<file path="config.mk">
export PLATFORM = sky130hd
export DESIGN_NAME = sc_pair_gen
export DESIGN_NICKNAME = d
export VERILOG_FILES = /design/src/rtl/sc_pair_pkg.sv /design/src/rtl/sc_modcnt.sv /design/src/rtl/sc_thresh.sv /design/src/rtl/sc_pair_gen.sv
export SDC_FILE = /design/constraint.sdc
export NUM_CORES = 1
export LEC_CHECK = 0
export BUFFER_PORTS_ARGS = -buffer_cell sky130_fd_sc_hd__buf_2
export CAP_MARGIN = 10
export CORE_AREA = 8 8 58 80
export CTS_CLUSTER_DIAMETER = 150
export DETAILED_ROUTE_END_ITERATION = 7
export DIE_AREA = 0 0 66 88
export PLACE_DENSITY = 0.71
export SYNTH_ARGS = -nofsm -noshare
export SYNTH_HDL_FRONTEND = slang
export SYNTH_SLANG_ARGS = --single-unit
</file>
<file path="constraint.sdc">
create_clock -name clk -period 2.5 [get_ports clk]
set_input_delay 0.5 -clock clk [delete_from_list [all_inputs] [get_ports clk]]
set_output_delay 0.5 -clock clk [all_outputs]
set_load 0.1 [all_outputs]
</file>
<file path="src/rtl/sc_pair_pkg.sv">
package sc_pair_pkg;
   typedef enum logic [1:0] {
      PAIR_COPRIME = 2'd0,
      PAIR_ROTATE  = 2'd1,
      PAIR_CLKDIV  = 2'd2,
      PAIR_RSVD    = 2'd3
   } pair_mode_e;
endpackage

</file>
<file path="src/rtl/sc_modcnt.sv">
module sc_modcnt #(
   parameter int CW = 4
) (
   input  logic          clk,
   input  logic          rst_n,
   input  logic          clr,
   input  logic          en,
   input  logic [CW:0]   limit,
   output logic [CW-1:0] cnt,
   output logic          wrap
);
   assign wrap = ({1'b0, cnt} == (limit - 1'b1));

   always_ff @(posedge clk) begin
      if (!rst_n)      cnt <= '0;
      else if (clr)    cnt <= '0;
      else if (en)     cnt <= wrap ? '0 : cnt + 1'b1;
   end

   AST_CNT_BELOW_LIMIT: assert property (@(posedge clk) disable iff (!rst_n)
      en |-> ({1'b0, cnt} < limit));
   AST_CNT_STEP: assert property (@(posedge clk) disable iff (!rst_n)
      (en && !wrap && !clr) |=> (cnt == $past(cnt) + 1'b1));
endmodule

</file>
<file path="src/rtl/sc_thresh.sv">
module sc_thresh #(
   parameter int W = 4
) (
   input  logic         act,
   input  logic [W-1:0] idx,
   input  logic [W:0]   level,
   output logic         bit_o
);
   assign bit_o = act && ({1'b0, idx} < level);
endmodule

</file>
<file path="src/rtl/sc_pair_gen.sv">
module sc_pair_gen
   import sc_pair_pkg::*;
#(
   parameter int W = 4
) (
   input  logic         clk,
   input  logic         rst_n,
   input  logic         start,
   input  logic [1:0]   mode,
   input  logic [W:0]   op_a,
   input  logic [W:0]   op_b,
   output logic         stream_a,
   output logic         stream_b,
   output logic         done
);
   localparam int N  = 1 << W;
   localparam int TW = 2 * W;
   localparam logic [TW-1:0] LAST_CP = TW'(N * (N - 1) - 1);
   localparam logic [TW-1:0] LAST_SQ = TW'(N * N - 1);

   if (W < 2 || W > 8) begin : g_bad_width
      $error("sc_pair_gen: W must lie in 2..8");
   end

   pair_mode_e    mode_q;
   logic          run;
   logic [W:0]    a_q, b_q;
   logic [TW-1:0] tot;
   logic          ok, accept, last;
   logic [W-1:0]  cnt_a, cnt_b;
   logic          wrap_a, wrap_b;
   logic          en_b;
   logic [W:0]    lim_b;

   assign ok = (pair_mode_e'(mode) != PAIR_RSVD) &&
               (op_a <= (W+1)'(N)) && (op_b <= (W+1)'(N)) &&
               !((pair_mode_e'(mode) == PAIR_COPRIME) && (op_b == (W+1)'(N)));
   assign accept = start && !run && ok;
   assign last   = run && (tot == ((mode_q == PAIR_COPRIME) ? LAST_CP : LAST_SQ));

   always_ff @(posedge clk) begin
      if (!rst_n) begin
         run    <= 1'b0;
         mode_q <= PAIR_COPRIME;
         a_q    <= '0;
         b_q    <= '0;
         tot    <= '0;
      end else if (accept) begin
         run    <= 1'b1;
         mode_q <= pair_mode_e'(mode);
         a_q    <= op_a;
         b_q    <= op_b;
         tot    <= '0;
      end else if (last) begin
         run    <= 1'b0;
      end else if (run) begin
         tot    <= tot + 1'b1;
      end
   end

   assign en_b  = run && !last && ((mode_q == PAIR_COPRIME) || wrap_a);
   assign lim_b = (mode_q == PAIR_COPRIME) ? (W+1)'(N - 1) : (W+1)'(N);

   sc_modcnt #(.CW(W)) u_cnt_a (
      .clk(clk), .rst_n(rst_n), .clr(accept), .en(run && !last),
      .limit((W+1)'(N)), .cnt(cnt_a), .wrap(wrap_a));

   sc_modcnt #(.CW(W)) u_cnt_b (
      .clk(clk), .rst_n(rst_n), .clr(accept), .en(en_b),
      .limit(lim_b), .cnt(cnt_b), .wrap(wrap_b));

   logic [W-1:0] idx_l   [2];
   logic [W:0]   level_l [2];
   logic [1:0]   bits_l;

   assign idx_l[0]   = cnt_a;
   assign idx_l[1]   = (mode_q == PAIR_ROTATE) ? W'(cnt_a + cnt_b) : cnt_b;
   assign level_l[0] = a_q;
   assign level_l[1] = b_q;

   for (genvar g = 0; g < 2; g++) begin : g_lane
      sc_thresh #(.W(W)) u_cmp (
         .act(run), .idx(idx_l[g]), .level(level_l[g]), .bit_o(bits_l[g]));
   end

   assign stream_a = bits_l[0];
   assign stream_b = bits_l[1];
   assign done     = last;

   AST_DONE_PULSE: assert property (@(posedge clk) disable iff (!rst_n)
      done |=> !done);
   AST_QUIET_AFTER_DONE: assert property (@(posedge clk) disable iff (!rst_n)
      done |=> (!stream_a && !stream_b));
   AST_CLKDIV_B_HOLD: assert property (@(posedge clk) disable iff (!rst_n)
      (run && mode_q == PAIR_CLKDIV && !wrap_a) |=> $stable(cnt_b));
   AST_COPRIME_B_WRAP: assert property (@(posedge clk) disable iff (!rst_n)
      (run && mode_q == PAIR_COPRIME && wrap_b && !last) |=> (cnt_b == '0));
   AST_BUSY_IGNORES_START: assert property (@(posedge clk) disable iff (!rst_n)
      (run && start && !last) |=> ($stable(a_q) && $stable(b_q) && $stable(mode_q)));
   AST_REJECT_STAYS_IDLE: assert property (@(posedge clk) disable iff (!rst_n)
      (start && !run && !ok) |=> !run);
endmodule

</file>
==> flow_metrics.tcl <==
set metrics [dict create \
    cts-hold-fix-buffers 0 \
    dominant_cells_by_area_after_synthesis "sky130_fd_sc_hd__dfxtp_1 35%, sky130_fd_sc_hd__ha_1 9.1%, sky130_fd_sc_hd__nand3_1 5.4%, sky130_fd_sc_hd__a21oi_1 4.2%, sky130_fd_sc_hd__xor2_1 4.2%" \
    critical_path.most_common_cell "sky130_fd_sc_hd__ha_4" \
    layoutNonFillerInstCount 270 \
    actual_transition_at_the_worst_max_transition_pin_ps 553 \
    cts_inserted_buffers 5 \
    count_of_endpoints_failing_setup_in_the_final_report 1 \
    max_cap_violations 0 \
    multiInputGateArea_um2 1060 \
    antenna_found_initial 0 \
    cp_data_required_time_ps 2000 \
    async_flop_share_pct 0 \
    postSynth.topFlopCell "sky130_fd_sc_hd__dfxtp_1" \
    max-clock-path-buffers 2 \
    tritoncts "built" \
    timing.critical_path.to_type "output pin" \
    drt.antenna.violating_nets 0 \
    final_core_utilization_pct 57.6 \
    drt-total-wl_mm 3.47 \
    powerDensity_nw_per_um2 479 \
    post_route_worst_hold_slack_ps 445 \
    post-cts-setup-buffer-count 0 \
    gp_congestion 0.837 \
    routed-via-count 1480 \
    dp_slack_ps -105 \
    synth-edff-count 0 \
    total_negative_slack_ps -386 \
    cts_htree_levels 2 \
    dp_hpwl_mm 2.68 \
    antennaDiodeCount 0 \
    crit_path_top_delay_cell "sky130_fd_sc_hd__fa_2" \
    routedWlPerCell_um 12.9 \
    clock_latency_ps 280 \
    io_buffers 17 \
    fp.coreArea_um2 3510 \
    die_height_um 88 \
    clkSlewWorstSetupHoldPaths_ps 70 \
    layout.area.seq_um2 591 \
    period_share_pct 115 \
    floorplan.die.width_um 66 \
    crit_path_cell_trace "ha_4 > fa_2 > mux2_4 > ha_4 > nand2_1 > o21ai_2 > a21oi_2 > o21a_4 > buf_12" \
    grt_pass1_vias 1457 \
    timing.critical_path.fanout_max 2 \
    run_status "finished, violations left" \
    groute.usage.overall_pct 13.3 \
    drt_pass1_iterations 4 \
    synth_sequential_area_ratio_pct 35.0 \
    violations "negative setup slack" \
    setup_ws_ps -386 \
    slew_violations 0 \
    fillCellCount 320 \
    synth.ff_latch_count 29 \
    timing.final.hold_violations 0 \
    netlist_area_um2 1660 \
    grt_max_degree 26 \
    p_total_uw 970 \
    worst_ep_arrival_time_ps 2390 \
    dominant_cell_type_by_area_after_synthesis "sky130_fd_sc_hd__dfxtp_1" \
    synth_cells 201 \
    rsz0062_at_grt "yes" \
    vias_per_cell 5.48 \
    synth_area_per_cell_um2 8.25 \
    timing.hold.worst.class "input pin to register" \
    maxClockFrequency_mhz 347 \
    placement.cell_area_um2 1920 \
    ys_types 43 \
    cts_num_sinks 29 \
    postSynthNetCount 229 \
    vdd.ir_drop.worst_mv 0.371 \
    max_slew_margin_pct 62.8 \
    final_area_um2 2020 \
    critPathMaxStageDelay_ps 420 \
    cellLeakagePower_nw 0.855 \
    clock-skew-final_ps 4.72 \
    critPathKind "register to output pin" \
    fp-row-count 26 \
    synth_warnings 0 \
    nNetsFinal 255 \
    grt_first_pass_wirelength_mm 6.17 \
    start_util_pct 47.2 \
    grt_remaining_overflow 0 \
    period_needed_ps 2890 \
    route.detailed.drc 0 \
    synth_top_cell_area_share_pct 35.0 \
    dieArea_um2 5810 \
    placedCellCount 262 \
    root_buffer_master "sky130_fd_sc_hd__clkbuf_8" \
    drt_iter0_markers 42 \
    i_o_pin_count 18 \
    layout-drive-gt1-share_pct 23.7 \
    cp-start-kind "register" \
    area_growth_syn_to_layout_pct 22.0 \
]
-- path summary, 6_finish.rpt --
check                              startpoint                     endpoint  slack, ps  cells after the start
setup / recovery  u_cnt_b.cnt[0]$_SDFFE_PP0P_                     stream_b       -390                      9
hold / removal                        op_a[0]          a_q[0]$_SDFFE_PN0P_        450                      2
setup reg to reg  u_cnt_a.cnt[0]$_SDFFE_PP0P_  u_cnt_b.cnt[2]$_SDFFE_PP0P_        760                      7
hold reg to reg           b_q[0]$_SDFFE_PN0P_          b_q[0]$_SDFFE_PN0P_        450                      2
-- cell families (layout without fill, tap and decap cells) --
logic type | count (synthesis) | after routing | share of synthesized area (%)
simple gates | 81 | 81 | 25.1
compound gates | 48 | 48 | 18.6
flops | 29 | 29 | 35.0
buf+inv | 18 | 45 | 4.53
fa+ha+maj | 13 | 13 | 10.3
xor+xnor | 10 | 10 | 5.28
mux | 2 | 2 | 1.28
-- synth_stat cells, types with 7 or more instances --
master	instances
sky130_fd_sc_hd__ha_1	12
sky130_fd_sc_hd__nand3_1	18
sky130_fd_sc_hd__inv_1	9
sky130_fd_sc_hd__a21oi_1	14
sky130_fd_sc_hd__o21ai_1	10
sky130_fd_sc_hd__o21ai_0	7
sky130_fd_sc_hd__and3_1	10
sky130_fd_sc_hd__xor2_1	8
sky130_fd_sc_hd__nor2_1	15
sky130_fd_sc_hd__dfxtp_1	29
sky130_fd_sc_hd__nand2_1	18
-- area by class of cell --
cell class              count  share of cell area, %
clock buffers               5                   3.40
inverters                   9                   1.67
clock inverters             3                  0.804
flip-flops and latches     29                   29.2
well taps                  42                   2.60
repair buffers             28                   9.77
multi-input cells         154                   52.6
-- state kept, by name (all words and copies together), names as in the netlist --
name         cells
u_cnt_b.cnt      4
b_q              5
a_q              5
mode_q           2
u_cnt_a.cnt      4
run              1
tot              8
-- routing by layer --
metal	GRT usage [%]	vias up	part of all wire (%)	routed length, µm
met3	4.61	8	4.3	148
met2	22.6	23	51	1750
met5	0	-	0	0
li1	-	758	-	-
met4	6.43	0	1.7	59
met1	14.1	691	43	1510
-- cells in the final DEF (no fill, tap or decap), types with 9 or more instances in the layout --
cell,count
sky130_fd_sc_hd__a21oi_1,11
sky130_fd_sc_hd__and3_1,10
sky130_fd_sc_hd__buf_2,15
sky130_fd_sc_hd__buf_4,11
sky130_fd_sc_hd__dfxtp_1,25
sky130_fd_sc_hd__ha_1,10
sky130_fd_sc_hd__inv_1,9
sky130_fd_sc_hd__nand2_1,18
sky130_fd_sc_hd__nand3_1,18
sky130_fd_sc_hd__nor2_1,15
sky130_fd_sc_hd__o21ai_1,11
-- worst max-delay path, delay by kind of cell, from the launching register on --
kind	cells	cell delay, ps
adder cells (fa/ha/maj)	3	810
AO/OA/AOI/OAI	3	440
flip-flops	1	360
multiplexers	1	290
buffers and inverters	1	160
AND/OR/NAND/NOR	1	50
-- power by group --
| group | switching (mW) | total [mW] | internal, mW |
|---|---|---|---|
| logic | 0.0615 | 0.105 | 0.0435 |
| registers | 0.00924 | 0.481 | 0.472 |
| clock network | 0.192 | 0.384 | 0.192 |
-- what timing repair did --
item	CTS	global route
endpoints found under the hold margin	0	0
endpoints found under the setup margin	1	1
gates resized for setup	2	1
pin swaps	0	2
No activity file was read; power rests on OpenSTA's default activity.
